===== src/rtl/angle_trk_pkg.sv =====
package angle_trk_pkg;

  typedef enum logic [1:0] {
    PH_SETTLE = 2'd0,
    PH_CATCH  = 2'd1,
    PH_TRACK  = 2'd2
  } trk_phase_e;

endpackage


===== src/rtl/trk_rst_sync.sv =====
module trk_rst_sync (
  input  logic clk,
  input  logic arst_n,
  output logic srst_n
);

  logic [1:0] sync_q;

  always_ff @(posedge clk or negedge arst_n) begin
    if (!arst_n) sync_q <= 2'b00;
    else         sync_q <= {sync_q[0], 1'b1};
  end

  assign srst_n = sync_q[1];

endmodule


===== src/rtl/trk_settle_timer.sv =====
module trk_settle_timer #(
  parameter int SETTLE_CYC = 10000
) (
  input  logic clk,
  input  logic rst_n,
  input  logic run,
  input  logic ok,
  output logic done
);

  localparam int CNT_W = (SETTLE_CYC > 1) ? $clog2(SETTLE_CYC) : 1;
  localparam logic [CNT_W-1:0] LAST = CNT_W'(SETTLE_CYC - 1);

  logic [CNT_W-1:0] cnt_q, cnt_d;

  always_comb begin
    cnt_d = '0;
    done  = 1'b0;
    if (run && ok) begin
      if (cnt_q == LAST) done = 1'b1;
      else               cnt_d = cnt_q + 1'b1;
    end
  end

  always_ff @(posedge clk or negedge rst_n) begin
    if (!rst_n) cnt_q <= '0;
    else        cnt_q <= cnt_d;
  end

  // a dropped valid flag throws away the settle progress
  a_r2_restart_on_drop: assert property (@(posedge clk) disable iff (!rst_n)
    (run && !ok) |=> (cnt_q == '0));

endmodule


===== src/rtl/trk_step_pacer.sv =====
module trk_step_pacer #(
  parameter int STEP_CYC = 400
) (
  input  logic clk,
  input  logic rst_n,
  input  logic run,
  output logic tick
);

  localparam int TMR_W = (STEP_CYC > 1) ? $clog2(STEP_CYC) : 1;
  localparam logic [TMR_W-1:0] LAST = TMR_W'(STEP_CYC - 1);

  logic [TMR_W-1:0] tmr_q, tmr_d;

  always_comb begin
    tick  = run && (tmr_q == LAST);
    tmr_d = tmr_q;
    if (!run)      tmr_d = '0;
    else if (tick) tmr_d = '0;
    else           tmr_d = tmr_q + 1'b1;
  end

  always_ff @(posedge clk or negedge rst_n) begin
    if (!rst_n) tmr_q <= '0;
    else        tmr_q <= tmr_d;
  end

  generate
    if (STEP_CYC > 1) begin : g_gap_chk
      // step opportunities are never back to back
      a_r4_tick_gap: assert property (@(posedge clk) disable iff (!rst_n)
        tick |=> !tick);
    end
  endgenerate

endmodule


===== src/rtl/trk_step_dir.sv =====
module trk_step_dir #(
  parameter int POS_W = 8,
  parameter int LOW_W = 6
) (
  input  logic [POS_W-1:0] pos,
  input  logic [POS_W-1:0] tgt,
  input  logic             res_lo,
  input  logic             catch_mode,
  output logic             at_tgt,
  output logic             want_up,
  output logic             want_dn
);

  localparam logic [POS_W-1:0] LOW_MASK  = POS_W'((1 << LOW_W) - 1);
  localparam logic [POS_W-1:0] FULL_HALF = POS_W'(1 << (POS_W - 1));
  localparam logic [POS_W-1:0] LOW_HALF  = POS_W'(1 << (LOW_W - 1));

  logic [POS_W-1:0] mask, half, diff;
  logic             tgt_upper;

  always_comb begin
    mask      = res_lo ? LOW_MASK : '1;
    half      = res_lo ? LOW_HALF : FULL_HALF;
    diff      = (tgt - pos) & mask;
    tgt_upper = res_lo ? tgt[LOW_W-1] : tgt[POS_W-1];
    at_tgt    = (diff == '0);
    if (catch_mode) begin
      want_up = !at_tgt && !tgt_upper;
      want_dn = !at_tgt &&  tgt_upper;
    end else begin
      want_up = !at_tgt && (diff <= half);
      want_dn = !at_tgt && (diff >  half);
    end
  end

endmodule


===== src/rtl/angle_catchup_tracker.sv =====
module angle_catchup_tracker
  import angle_trk_pkg::*;
#(
  parameter int POS_W      = 8,
  parameter int LOW_W      = 6,
  parameter int STEP_CYC   = 400,
  parameter int SETTLE_CYC = 10000
) (
  input  logic             clk,
  input  logic             rst_n,
  input  logic [POS_W-1:0] abs_angle,
  input  logic             angle_ok,
  input  logic             res_sel,
  output logic             step_up,
  output logic             step_dn,
  output logic [POS_W-1:0] track_pos,
  output logic             zero_idx,
  output logic             not_ready
);

  localparam int               SHIFT    = POS_W - LOW_W;
  localparam logic [POS_W-1:0] LOW_MASK = POS_W'((1 << LOW_W) - 1);

  logic             srst_n;
  trk_phase_e       phase_q, phase_d;
  logic             res_q, res_d;
  logic [POS_W-1:0] pos_q, pos_d;
  logic             up_q, up_d, dn_q, dn_d;
  logic [POS_W-1:0] tgt, mask;
  logic             settle_done, tick;
  logic             at_tgt, want_up, want_dn;
  logic             move_up, move_dn;

  trk_rst_sync i_rst_sync (
    .clk    (clk),
    .arst_n (rst_n),
    .srst_n (srst_n)
  );

  trk_settle_timer #(.SETTLE_CYC(SETTLE_CYC)) i_settle (
    .clk   (clk),
    .rst_n (srst_n),
    .run   (phase_q == PH_SETTLE),
    .ok    (angle_ok),
    .done  (settle_done)
  );

  trk_step_pacer #(.STEP_CYC(STEP_CYC)) i_pacer (
    .clk   (clk),
    .rst_n (srst_n),
    .run   (phase_q != PH_SETTLE),
    .tick  (tick)
  );

  assign tgt  = res_q ? POS_W'(abs_angle >> SHIFT) : abs_angle;
  assign mask = res_q ? LOW_MASK : '1;

  trk_step_dir #(.POS_W(POS_W), .LOW_W(LOW_W)) i_dir (
    .pos        (pos_q),
    .tgt        (tgt),
    .res_lo     (res_q),
    .catch_mode (phase_q == PH_CATCH),
    .at_tgt     (at_tgt),
    .want_up    (want_up),
    .want_dn    (want_dn)
  );

  always_comb begin
    phase_d = phase_q;
    res_d   = res_q;
    move_up = 1'b0;
    move_dn = 1'b0;
    unique case (phase_q)
      PH_SETTLE: begin
        res_d = res_sel;
        if (settle_done) phase_d = PH_CATCH;
      end
      PH_CATCH: begin
        if (at_tgt) phase_d = PH_TRACK;
        else if (tick) begin
          move_up = want_up;
          move_dn = want_dn;
        end
      end
      PH_TRACK: begin
        if (tick && angle_ok) begin
          move_up = want_up;
          move_dn = want_dn;
        end
      end
      default: phase_d = PH_SETTLE;
    endcase
    up_d  = move_up;
    dn_d  = move_dn;
    pos_d = pos_q;
    if (move_up)      pos_d = (pos_q + 1'b1) & mask;
    else if (move_dn) pos_d = (pos_q - 1'b1) & mask;
  end

  always_ff @(posedge clk or negedge srst_n) begin
    if (!srst_n) begin
      phase_q <= PH_SETTLE;
      res_q   <= 1'b0;
      pos_q   <= '0;
      up_q    <= 1'b0;
      dn_q    <= 1'b0;
    end else begin
      phase_q <= phase_d;
      res_q   <= res_d;
      pos_q   <= pos_d;
      up_q    <= up_d;
      dn_q    <= dn_d;
    end
  end

  assign step_up   = up_q;
  assign step_dn   = dn_q;
  assign track_pos = pos_q;
  assign zero_idx  = (pos_q == '0);
  assign not_ready = (phase_q != PH_TRACK);

  // one direction per strobe cycle
  a_r11_one_dir: assert property (@(posedge clk) disable iff (!srst_n)
    !(up_q && dn_q));

  // an up strobe means exactly one count up, modulo scale
  a_r4_up_moves_one: assert property (@(posedge clk) disable iff (!srst_n)
    up_q |-> (pos_q == (($past(pos_q) + 1'b1) & mask)));

  // a down strobe means exactly one count down, modulo scale
  a_r4_dn_moves_one: assert property (@(posedge clk) disable iff (!srst_n)
    dn_q |-> (pos_q == (($past(pos_q) - 1'b1) & mask)));

  // once ready, the flag stays clear
  a_r5_ready_sticks: assert property (@(posedge clk) disable iff (!srst_n)
    !not_ready |=> !not_ready);

  // no valid flag while tracking means no step
  a_r12_hold_no_ok: assert property (@(posedge clk) disable iff (!srst_n)
    (phase_q == PH_TRACK && !angle_ok) |=> (!up_q && !dn_q));

  // nothing moves while settling
  a_r2_quiet_settle: assert property (@(posedge clk) disable iff (!srst_n)
    (phase_q == PH_SETTLE) |-> (pos_q == '0 && !up_q && !dn_q));

  // coarse mode keeps the upper bits clear
  a_r8_low_range: assert property (@(posedge clk) disable iff (!srst_n)
    (res_q && phase_q != PH_SETTLE) |-> ((pos_q & ~LOW_MASK) == '0));

endmodule


===== config.mk =====
export PLATFORM = sky130hd
export DESIGN_NAME = angle_catchup_tracker
export DESIGN_NICKNAME = d
export VERILOG_FILES = /design/src/rtl/angle_trk_pkg.sv /design/src/rtl/trk_rst_sync.sv /design/src/rtl/trk_settle_timer.sv /design/src/rtl/trk_step_pacer.sv /design/src/rtl/trk_step_dir.sv /design/src/rtl/angle_catchup_tracker.sv
export SDC_FILE = /design/constraint.sdc
export NUM_CORES = 1
export LEC_CHECK = 0
export BUFFER_PORTS_ARGS = -buffer_cell sky130_fd_sc_hd__buf_2
export CORE_UTILIZATION = 55
export CTS_CLUSTER_SIZE = 14
export DETAILED_ROUTE_END_ITERATION = 10
export PLACE_DENSITY = 0.75
export SETUP_SLACK_MARGIN = 0.4
export SLEW_MARGIN = 10
export SYNTH_ARGS = -nofsm -noshare
export SYNTH_HDL_FRONTEND = slang
export SYNTH_SLANG_ARGS = --single-unit

===== constraint.sdc =====
create_clock -name clk -period 2.6 [get_ports clk]
set_input_delay 0.52 -clock clk [delete_from_list [all_inputs] [get_ports clk]]
set_output_delay 0.52 -clock clk [all_outputs]
set_load 0.05 [all_outputs]

==> results.json, run 1 <==
{
  "root_buffer": "clkbuf_8",
  "rsz0062_at_grt": "yes",
  "die_h_um": 69.2,
  "worstPathArrival_ps": 4790,
  "htreeDepth": 2,
  "fin_tns_setup_ps": -12790,
  "grt_use_met2_pct": 55.7,
  "async_flop_share_pct": 100,
  "finalNetCount": 408,
  "drt_iter0_drc": 119,
  "synth_enable_flop_cells": 0,
  "yosysTopAreaCellShare_pct": 38.2,
  "grt_pass1_vias": 2473,
  "worst_slew_pin_slew_ps": 883,
  "track_usage_pct": 30.7,
  "wl_um": 8090,
  "cts.path.max_buffers": 2,
  "crit_fanout": 6,
  "synth_cells": 261,
  "grt_max_degree": 23,
  "drive_gt1_share_pct": 46.3,
  "yosysMostFrequentCell": "dfrtp_1",
  "synth_common_cells": "dfrtp_1, nor2_1, ha_1, nand2_1, inv_1",
  "grt.busiest_layer": "met2",
  "violations": "negative setup slack",
  "numCtsBuffers": 5,
  "die_w_um": 69.2,
  "route.detailed.drc": 0,
  "seq_area_frac_synth_pct": 38.2,
  "avgSynthCellArea_um2": 9.53,
  "rr_worst_depth": 20,
  "ys_warn_count": 0,
  "netlist.top_cell.by_area": "dfrtp_1",
  "core_area_um2": 4350,
  "io_buffers": 23,
  "cp.required_ps": 2820,
  "place.gp.congestion": 0.780,
  "place_hpwl_um": 4290,
  "power_leakage_nw": 1.77,
  "cts_tree": "yes",
  "setup_slack_ps": -1970,
  "status": "finished with violations",
  "setup_viol": 12,
  "synth_area_leaders": "dfrtp_1, ha_1, nor2_1",
  "hold_class": "reg2async",
  "viasPerCell": 5.80,
  "synth_nets": 296,
  "area_growth_pct": 51.9,
  "worst_setup_path_start_kind": "flip-flop",
  "totalPowerFinal_mw": 2.91,
  "slew_violations": 0,
  "crit_type": "reg2reg",
  "num_rows": 24,
  "overflow": 0,
  "via_count": 2471,
  "worstSetupEndpointType": "flip-flop",
  "slew_headroom_pct": 41.2,
  "start_util_pct": 57.1,
  "power_density_nw_per_um2": 771,
  "clkLatencyLatePin_ps": 300,
  "synth.ff_latch_count": 38,
  "ant_nets": 0,
  "wl_per_cell_um": 19.0,
  "irDropWorstVdd_v": 0.000639,
  "use_met1_pct": 35.7,
  "grt_pass1_wl_um": 11600,
  "cap_violations": 0,
  "clock_skew_ps": 18.8,
  "synth_area_um2": 2490,
  "timing.fmax_mhz": 219,
  "insertedDiodeCount": 0,
  "cts.sinks": 38,
  "first_pass_iters": 4,
  "finalHoldViolCount": 0,
  "period_share_pct": 176,
  "fin_crit_ps": 4570,
  "ios": 24,
  "yosysUniqueCellTypes": 45,
  "die_area_um2": 4790,
  "cts.clk_slew.worst_paths_ps": 90,
  "grt_use_met3_pct": 5.09,
  "antenna_found_initial": 0,
  "synth_top_flop_cell": "dfrtp_1"
}
-- where the power goes --
group | total (mW) | leakage, nW | internal [mW] | switching, mW
Combinational | 1.81 | 1.24 | 0.920 | 0.886
Sequential | 0.706 | 0.493 | 0.647 | 0.0588
Clock | 0.398 | 0.0385 | 0.190 | 0.208
-- path summary, 6_finish.rpt --
kind	slack, ps	endpoint	from
hold / removal	350	i_settle.cnt_q[7]	i_rst_sync.sync_q[1]
setup / recovery	-1970	track_pos[7]	res_q
hold reg to reg	350	i_settle.cnt_q[7]	i_rst_sync.sync_q[1]
min in group clk	360	i_rst_sync.sync_q[1]	i_rst_sync.sync_q[0]
max in group asynchronous	1550	res_q	i_rst_sync.sync_q[1]
setup reg to reg	-1970	track_pos[7]	res_q
-- per-stage QoR --
step                worst slack, ps  utilization (%)  instance area, um^2  hold slack, ps  instances
global placement              -1640             73.9                 3220             307        396
finish                        -1970             86.7                 3780             351        426
CTS                           -1540             81.4                 3540             368        413
floorplan                     -1610                -                 2600             224        261
detailed placement            -1760             73.9                 3220             308        396
global route                  -2100             86.7                 3780             370        426
-- cell families after synthesis --
group	share of synthesized area [%]
other	0.151
AOI/OAI and AO/OA	13.3
buffers and inverters	4.08
muxes	3.93
DFF	38.2
xor gates and xnor gates	9.16
and+or+nand+nor	19.2
adders and majority gates	11.9
-- critical path: stages, from the launching register on --
cell and delay, ps:
dfrtp_2 480, mux2_4 360, ha_4 270, nand3b_1 150, a21oi_2 230, nor2_1 70
xor2_1 180, ha_1 300, or2_4 230, o211a_4 150, o31ai_4 190, nand2b_4 210
ha_4 210, a21o_1 200, a211oi_2 290, nor2_2 110, nor4_2 220, a311oi_1 110
o311a_1 180, a311o_1 300, o221ai_1 70
-- placed cells by master, fill, tap and decap left out, drive strengths merged, types with 3 or more instances in the layout --
cell type / synthesis / routed
o21ai: 15 / 15
xor2: 13 / 13
nand2b: 5 / 5
nor2b: 6 / 6
nand2: 18 / 18
buf: 2 / 108
mux2i: 3 / 3
nor2: 33 / 33
dfrtp: 38 / 38
a21oi: 9 / 9
and3: 5 / 5
ha: 22 / 22
nand3: 10 / 10
mux2: 6 / 6
a21o: 5 / 5
clkbuf: 3 / 7
xnor2: 13 / 13
or3: 3 / 3
or2: 3 / 3
inv: 17 / 17
nand4: 4 / 4
-- routing by layer --
layer  routed length [um]  vias up
li1                     -     1119
met1                 2930     1185
met2                 4190      117
met3                  436       50
met4                  534        0
met5                    0        -
-- sequential cells by signal (all words and copies together) (netlist names) --
signal	flops
i_pacer.tmr_q	9
i_rst_sync.sync_q	2
i_settle.cnt_q	14
phase_q	2
res_q	1
step_dn	1
step_up	1
track_pos	8
-- layout make-up --
type,count,area (um^2)
clock buffer,7,76.3
fill,200,578
inverter,17,63.8
multi-input combinational,201,1750
sequential,38,953
clock inverter,1,7.51
timing repair buffer,110,860
tap,52,65.1
-- what timing repair did --
action                                  4_1_cts  5_1_grt
gates resized for setup                      30       30
hold buffers                                  1        0
buffers inserted                              7       13
cloned                                        1        0
pin swaps                                    21       21
endpoints found under the hold margin         2        0
endpoints found under the setup margin       13       13
(Power assumes the default switching activity.)
==> run 2: changes to the inputs <==
--- a/config.mk
+++ b/config.mk
@@ -9,7 +9,7 @@
 export CORE_UTILIZATION = 55
 export CTS_CLUSTER_SIZE = 14
 export DETAILED_ROUTE_END_ITERATION = 10
-export PLACE_DENSITY = 0.75
+export PLACE_DENSITY = 0.71
 export SETUP_SLACK_MARGIN = 0.4
 export SLEW_MARGIN = 10
 export SYNTH_ARGS = -nofsm -noshare
==> run 2 against run 1 <==
Net effect: the flow still finishes with violations (negative setup slack); non-clock buffer count decreased by 11; critical endpoint unchanged; global-route usage down 5.1 points; register-to-register slack better by 300 ps.
==> results.json, run 2 (same netlist as run 1, synthesis figures left out) <==
{
  "power_leakage_nw": 1.70,
  "maxUsedRoutingLayer": "met4",
  "dp_slack_ps": -1720,
  "die_h_um": 69.2,
  "finalNetCount": 397,
  "first_pass_iters": 4,
  "worstPathArrival_ps": 4440,
  "totalPowerFinal_mw": 2.63,
  "slew_headroom_pct": 49.9,
  "io_buffers": 23,
  "drive_gt1_share_pct": 43.3,
  "overflow": 0,
  "wl_met2_um": 3260,
  "cp.required_ps": 2770,
  "die_area_um2": 4790,
  "finalHoldViolCount": 0,
  "timing.fmax_mhz": 234,
  "final_core_util_pct": 82.0,
  "status": "finished with violations",
  "wl_per_cell_um": 15.0,
  "clock_skew_ps": 10.2,
  "track_usage_pct": 25.6,
  "cap_violations": 0,
  "largest_reg_flops": 14,
  "area_growth_pct": 43.6,
  "die_w_um": 69.2,
  "r2r_start": "res_q",
  "fin_crit_ps": 4270,
  "instances_no_fill": 415,
  "num_rows": 24,
  "worst_slew_pin_slew_ps": 751,
  "wl_met3_um": 223,
  "grt_pass1_vias": 2202,
  "numCtsBuffers": 5,
  "final_cell_mix": "buf_4, dfrtp_1, nor2_1",
  "cts.clk_slew.worst_paths_ps": 80,
  "rsz0062_at_grt": "yes",
  "drt_iter0_drc": 99,
  "worstSetupEndpointType": "flip-flop",
  "core_area_um2": 4350,
  "hold_class": "reg2async",
  "place.gp.congestion": 0.809,
  "crit_type": "reg2reg",
  "htreeDepth": 2,
  "cts_tree": "yes",
  "root_buffer": "clkbuf_8",
  "crit_fanout": 6,
  "ant_nets": 0,
  "worst_setup_path_start_kind": "flip-flop",
  "met1_length_um": 2640,
  "setup_slack_ps": -1670,
  "grt_pass1_wl_um": 9760,
  "violations": "negative setup slack",
  "place_inst": 395,
  "power_density_nw_per_um2": 735,
  "route.detailed.drc": 0,
  "via_count": 2244,
  "wl_um": 6210,
  "start_util_pct": 57.1,
  "crit_start": "res_q",
  "viasPerCell": 5.41,
  "clkLatencyLatePin_ps": 290,
  "slew_violations": 0,
  "rr_worst_depth": 20,
  "setup_viol": 12,
  "grt_max_degree": 20,
  "fillers": 268,
  "irDropWorstVdd_v": 0.000593,
  "antenna_found_initial": 0,
  "ios": 24,
  "fin_tns_setup_ps": -10930,
  "cts.sinks": 38,
  "cts.path.max_buffers": 2,
  "place_hpwl_um": 4080,
  "period_share_pct": 164,
  "final_common_cell": "buf_4",
  "insertedDiodeCount": 0,
  "largest_register": "i_settle.cnt_q"
}
run 2: repair_timing:
| action | 4_1_cts | 5_1_grt |
|---|---|---|
| endpoints found under the hold margin | 2 | 0 |
| resized for setup | 24 | 16 |
| hold buffers | 1 | 0 |
| endpoints found under the setup margin | 13 | 13 |
| buffers inserted | 3 | 8 |
| pin swaps | 13 | 6 |
run 2: path summary, 6_finish.rpt:
| kind | endpoint | slack [ps] |
|---|---|---|
| max | track_pos[7] | -1670 |
| min | i_settle.cnt_q[3] | 310 |
| max reg2reg | track_pos[7] | -1670 |
| min reg2reg | i_settle.cnt_q[3] | 310 |
| max in group asynchronous | res_q | 1550 |
| min in group clk | i_rst_sync.sync_q[1] | 360 |
run 2: final cells by class:
type / instances / area [um^2] / share of cell area (%)
multi-input cells: 201 / 1680 / 47.1
flip-flops and latches: 38 / 953 / 26.7
repair buffers: 99 / 724 / 20.3
clock buffers: 6 / 72.6 / 2.03
well taps: 52 / 65.1 / 1.82
inverters: 17 / 63.8 / 1.79
clock inverters: 2 / 10.0 / 0.280
run 2: metal layers:
| metal | GRT usage (%) | vias up |
|---|---|---|
| met5 | 0 | - |
| met4 | 8.39 | 0 |
| met3 | 4.51 | 8 |
| met2 | 43.8 | 53 |
| met1 | 32.8 | 1079 |
| li1 | - | 1104 |
run 2: critical path: stages (launching register included):
cell and delay [ps]:
dfrtp_2 470, mux2_4 350, ha_4 270, nand3b_1 120
a21oi_2 190, nor2_1 70, xor2_1 170, ha_1 290
or2_4 230, o211a_4 150, o31ai_4 180, nand2b_4 200
ha_4 200, a21o_1 180, a211oi_2 190, nor2_1 100
nor4_1 250, a311oi_1 80, o311a_1 150, a31oi_1 190
o221ai_2 120
run 2: report_power, final:
part	switching, mW	internal (mW)	total, mW
Combinational	0.731	0.807	1.54
Clock	0.204	0.186	0.390
Sequential	0.0506	0.647	0.698
run 2: per-stage QoR:
stage	hold slack (ps)	cell area, um^2
2_1_floorplan	224	2600
3_3_place_gp	307	3210
3_5_place_dp	307	3210
4_1_cts	328	3450
5_1_grt	371	3570
6_report	307	3570
